===== config.mk =====
export PLATFORM = sky130hd
export DESIGN_NAME = dma_suspend_seq
export DESIGN_NICKNAME = d
export VERILOG_FILES = /design/src/rtl/dma_suspend_pkg.sv /design/src/rtl/dma_suspend_ctrl.sv /design/src/rtl/dma_suspend_dp.sv /design/src/rtl/dma_suspend_seq.sv
export SDC_FILE = /design/constraint.sdc
export NUM_CORES = 1
export LEC_CHECK = 0
export CORE_AREA = 2 2 39 41
export CTS_CLUSTER_SIZE = 20
export DETAILED_ROUTE_END_ITERATION = 6
export DIE_AREA = 0 0 41 43
export GPL_TIMING_DRIVEN = 0
export PLACE_DENSITY = 0.55
export SLEW_MARGIN = 15
export SYNTH_ARGS = -nofsm -noshare
export SYNTH_HDL_FRONTEND = slang
export SYNTH_SLANG_ARGS = --single-unit

===== constraint.sdc =====
create_clock -name clk -period 1 [get_ports clk]
set_input_delay 0.25 -clock clk [delete_from_list [all_inputs] [get_ports clk]]
set_output_delay 0.25 -clock clk [all_outputs]
set_load 0.005 [all_outputs]

===== src/rtl/dma_suspend_pkg.sv =====
package dma_suspend_pkg;
  typedef enum logic [1:0] {
    ST_IDLE      = 2'd0,
    ST_WAIT_EOF  = 2'd1,
    ST_DRAIN     = 2'd2,
    ST_SUSPENDED = 2'd3
  } suspState_e;

  typedef struct packed {
    logic setSusp;
    logic clrSusp;
  } suspStrobe_t;
endpackage


===== src/rtl/dma_suspend_ctrl.sv =====
module dma_suspend_ctrl
  import dma_suspend_pkg::*;
#(
  parameter bit IS_RX = 1'b1
) (
  input  logic        clk,
  input  logic        rstN,
  input  logic        runEn,
  input  logic        suspReq,
  input  logic        frameActive,
  input  logic        fifoEmpty,
  input  logic        fifoFull,
  input  logic        descAvail,
  output logic        macStop,
  output logic        dmaAllow,
  output logic        pollEn,
  output suspStrobe_t strobe
);
  suspState_e stateQ, stateD;
  logic       killQ;
  logic       reqEff;
  logic       fifoDone;
  logic       stopCond;

  generate
    if (IS_RX) begin : g_rx
      assign fifoDone = fifoEmpty;
    end else begin : g_tx
      assign fifoDone = fifoFull;
    end
  endgenerate

  assign stopCond = fifoDone || !descAvail;
  assign reqEff   = suspReq && runEn && !killQ;

  always_comb begin
    stateD = stateQ;
    strobe = '0;
    if (!reqEff) begin
      stateD = ST_IDLE;
      strobe.clrSusp = (stateQ == ST_SUSPENDED);
    end else begin
      unique case (stateQ)
        ST_IDLE:     stateD = frameActive ? ST_WAIT_EOF : ST_DRAIN;
        ST_WAIT_EOF: if (!frameActive) stateD = ST_DRAIN;
        ST_DRAIN: if (stopCond) begin
          stateD = ST_SUSPENDED;
          strobe.setSusp = 1'b1;
        end
        default:     stateD = ST_SUSPENDED;
      endcase
    end
  end

  always_ff @(posedge clk) begin
    if (!rstN) begin
      stateQ <= ST_IDLE;
      killQ  <= 1'b0;
    end else begin
      stateQ <= stateD;
      if (!suspReq)    killQ <= 1'b0;
      else if (!runEn) killQ <= 1'b1;
    end
  end

  assign macStop  = !runEn || (stateQ == ST_DRAIN) || (stateQ == ST_SUSPENDED);
  assign dmaAllow = runEn && (stateQ != ST_SUSPENDED);
  assign pollEn   = runEn && (stateQ != ST_SUSPENDED);


  skip_wait_chk: assert property (@(posedge clk) disable iff (!rstN)
    (stateQ == ST_IDLE && reqEff && !frameActive) |=> stateQ == ST_DRAIN);

  hold_frame_chk: assert property (@(posedge clk) disable iff (!rstN)
    (stateQ == ST_WAIT_EOF && reqEff && frameActive) |=> stateQ == ST_WAIT_EOF);

  run_abort_chk: assert property (@(posedge clk) disable iff (!rstN)
    !runEn |=> stateQ == ST_IDLE);

  drain_end_chk: assert property (@(posedge clk) disable iff (!rstN)
    (stateQ == ST_DRAIN && reqEff && stopCond) |=> stateQ == ST_SUSPENDED);
endmodule


===== src/rtl/dma_suspend_dp.sv =====
module dma_suspend_dp
  import dma_suspend_pkg::*;
(
  input  logic        clk,
  input  logic        rstN,
  input  suspStrobe_t strobe,
  input  logic        suspIntClr,
  input  logic        intrEn,
  input  logic        suspIntEn,
  output logic        suspended,
  output logic        suspIntFlag,
  output logic        irq
);
  always_ff @(posedge clk) begin
    if (!rstN) begin
      suspended   <= 1'b0;
      suspIntFlag <= 1'b0;
    end else begin
      if (strobe.setSusp)      suspended <= 1'b1;
      else if (strobe.clrSusp) suspended <= 1'b0;
      if (strobe.setSusp)      suspIntFlag <= 1'b1;
      else if (suspIntClr)     suspIntFlag <= 1'b0;
    end
  end

  assign irq = suspIntFlag && suspIntEn && intrEn;


  flag_sticky_chk: assert property (@(posedge clk) disable iff (!rstN)
    (suspIntFlag && !suspIntClr) |=> suspIntFlag);

  set_wins_chk: assert property (@(posedge clk) disable iff (!rstN)
    strobe.setSusp |=> suspIntFlag);

  resume_chk: assert property (@(posedge clk) disable iff (!rstN)
    strobe.clrSusp |=> !suspended);
endmodule


===== src/rtl/dma_suspend_seq.sv =====
module dma_suspend_seq
  import dma_suspend_pkg::*;
#(
  parameter bit IS_RX = 1'b1
) (
  input  logic clk,
  input  logic rstN,
  input  logic runEn,
  input  logic suspReq,
  input  logic frameActive,
  input  logic fifoEmpty,
  input  logic fifoFull,
  input  logic descAvail,
  input  logic intrEn,
  input  logic suspIntEn,
  input  logic suspIntClr,
  output logic macStop,
  output logic dmaAllow,
  output logic pollEn,
  output logic suspended,
  output logic suspIntFlag,
  output logic irq
);
  suspStrobe_t strobe;

  dma_suspend_ctrl #(.IS_RX(IS_RX)) u_ctrl (
    .clk(clk), .rstN(rstN), .runEn(runEn), .suspReq(suspReq),
    .frameActive(frameActive), .fifoEmpty(fifoEmpty), .fifoFull(fifoFull),
    .descAvail(descAvail), .macStop(macStop), .dmaAllow(dmaAllow),
    .pollEn(pollEn), .strobe(strobe)
  );

  dma_suspend_dp u_dp (
    .clk(clk), .rstN(rstN), .strobe(strobe), .suspIntClr(suspIntClr),
    .intrEn(intrEn), .suspIntEn(suspIntEn), .suspended(suspended),
    .suspIntFlag(suspIntFlag), .irq(irq)
  );


  no_poll_susp_chk: assert property (@(posedge clk) disable iff (!rstN)
    suspended |-> (!pollEn && !dmaAllow && macStop));

  run_low_chk: assert property (@(posedge clk) disable iff (!rstN)
    !runEn |-> (macStop && !dmaAllow && !pollEn));
endmodule


==> run_results.csv <==
group,metric,value,unit
run_status,status,"finished, violations left",
run_status,violations,"negative setup slack",
routing,vias,264,
clocking,cts_buffers,3,
setup_path,cp.required,0.75,ns
setup_path,reg2reg_depth,4,
cells_and_area,multi_input_area,158,µm²
sta,min_period,1.23,ns
routing,wire_per_inst,9.08,µm
pwr,pwr_density_cell,1110,mW/mm²
sta,finalSetupViolCount,5,
routing,drtIter0Drc,0,
sta,maxSlewViolCount,0,
clocking,cts-root-buf,"clkbuf_4",
setup_path,worst_ep_arrival_time,0.98,ns
global_routing,grt_use_total,0.0802,
clocking,clk_pin_slew_worst_paths,0.05,ns
setup_path,critical_path_class,"reg -> out",
setup_path,cp-start-kind,"register",
min_path,min_path_type,"in -> reg",
floorplanning,pin_count,17,
yosys,syn_inst,27,
yosys,yosysTopAreaCell,"dfxtp_1",
global_routing,grt_pass1_wl,910,µm
yosys,syn_nets,38,
cells_and_area,area_growth,100,%
global_routing,first_global_vias,256,
routing,wl,599,µm
cells_and_area,antenna_cells,0,
routing,vias_per_cell,4.00,
cells_and_area,drive_above_1_share,0.520,
global_routing,overflow,0,
min_path,whs_path_depth,3,
sta,rsz0062_at_grt,"true",
yosys,yosys_warnings,0,
cells_and_area,final_common_cell,"dlygate4sd2_1",
pwr,cellLeakagePower,0.233,nW
setup_path,critPathCaptureType,"output port",
pwr,p_total,0.532,mW
sta,max_freq,0.814,GHz
yosys,syn_avg_cell_area,8.90,µm²
cells_and_area,final_cell_mix,"dlygate4sd2_1, clkdlybuf4s50_1, buf_2, buf_4, dfxtp_2",
yosys,synth_area_leaders,"dfxtp_1, a2bb2oi_2, nand2_1",
clocking,clkSinkCount,5,
floorplanning,num_rows,14,
setup_path,path_max_fanout,2,
routing,remaining_drc_errors,0,
sta,hold_violations,0,
routing,drtAntennaViolNets,0,
placement,place_ws,-0.796,ns
placement,hpwl,453,µm
pwr,vdd_drop_max,0.000459,V
yosys,synth_cell_types,16,
cells_and_area,stdcell_count,66,
yosys,synth_top_cell_area_share,0.417,
clocking,clock_path_buffers,2,
sta,finalClockSkew,0.00338,ns
sta,max_slew_margin,0.869,
clocking,cts_htree_levels,1,
placement,gp_congestion,0.675,
placement,dp.cells,58,
cells_and_area,final-seq-area,105,µm²
clocking,clkLatencyLatePin,0.24,ns
placement,port_buffers,15,
floorplanning,dieArea,0.00176,mm²
sta,post-route-period-util,1.23,
cells_and_area,finalNetCount,62,
global_routing,antenna_found_initial,0,
yosys,ys_seq_elements,5,
cells_and_area,fill_cells,156,
cells_and_area,post-route-util,0.347,
flow_run,cap_violations,0,
sta,layout_setup_ws,-0.228,ns
sta,worst_slew_pin_slew,0.196,ns
yosys,ys_seq_area_frac,0.417,
floorplanning,initial_utilization,0.174,
clocking,tritoncts,"yes",
floorplanning,coreArea,0.00138,mm²
floorplanning,die_h,43,µm
sta,worst_hold_slack,0.438,ns
global_routing,grt_max_degree,5,
routing,dr.pass1.iters,1,
yosys,netlist_area,240,µm²
floorplanning,die_width,41,µm
==> final timing paths <==
kind	slack [ns]	end	startpoint
min	0.44	u_ctrl.killQ$_SDFFE_PN0N_	suspReq
min reg2reg	0.48	u_dp.suspIntFlag$_SDFFE_PN0P_	u_dp.suspIntFlag$_SDFFE_PN0P_
max reg2reg	-0.01	u_dp.suspended$_SDFFE_PN0P_	u_ctrl.stateQ[1]$_SDFFE_PN0P_
max	-0.23	pollEn	u_ctrl.stateQ[1]$_SDFFE_PN0P_
==> worst max-delay path, stage by stage, from the launching register on <==
cell and delay [ns]:
dfxtp_2 0.33, nand2_2 0.05, and2_4 0.15, buf_6 0.10, buf_6 0.10
==> cell usage after synthesis <==
cell type and instances:
a211oi_1 1, a21boi_0 1, a21oi_1 1, a2bb2oi_2 1, and2_1 1, and3_1 1, and3b_1 1, buf_4 1
dfxtp_1 5, inv_1 1, nand2_1 4, nand2b_1 2, nand4_1 1, nand4b_2 1, nor2_1 3, nor2b_1 2
==> metal layers <==
layer | share of wire | global-route usage | vias to the layer above
met5 | 0 | 0 | -
met4 | 0 | 0.0600 | 0
met3 | 0.15 | 0.0576 | 0
met2 | 0.42 | 0.103 | 13
met1 | 0.43 | 0.0863 | 113
li1 | - | - | 138
==> power breakdown <==
| group | internal (mW) | switching, mW |
|---|---|---|
| clock network | 0.151 | 0.0863 |
| logic | 0.0548 | 0.0317 |
| registers | 0.205 | 0.00283 |
==> area by class of cell <==
type,count,area share
multi-input cells,20,0.328
well taps,16,0.0417
inverters,1,0.00781
plain buffers,1,0.0234
repair buffers,19,0.326
flip-flops and latches,5,0.219
clock buffers,4,0.0547
==> per-stage QoR <==
| stage | area (µm²) | TNS (ns) |
|---|---|---|
| final | 480 | -0.618 |
| after global routing | 480 | -0.817 |
| after CTS | 459 | -0.633 |
| after detailed placement | 410 | -4.17 |
| after global placement | 410 | -4.11 |
| after floorplan | 240 | 0 |
==> kinds of logic (layout without fill, tap and decap cells) <==
| logic type | count (synthesis) | after routing | synth area share |
|---|---|---|---|
| AO/OA/AOI/OAI | 4 | 4 | 0.146 |
| AND/OR/NAND/NOR | 16 | 16 | 0.391 |
| buffers and inverters | 2 | 25 | 0.0469 |
| flip-flops | 5 | 5 | 0.417 |
==> what timing repair did <==
item,4_1_cts,5_1_grt
setup endpoints to repair,8,6
cloned,0,0
endpoints found under the hold margin,0,0
gates resized for setup,40,3
pin swaps,3,1
hold buffers,0,0
setup buffers,3,1
==> registers in the layout (all words and copies together), names as in the netlist <==
signal / cells
u_ctrl.stateQ: 2
u_dp.suspIntFlag: 1
u_ctrl.killQ: 1
u_dp.suspended: 1
(Power assumes the default switching activity.)
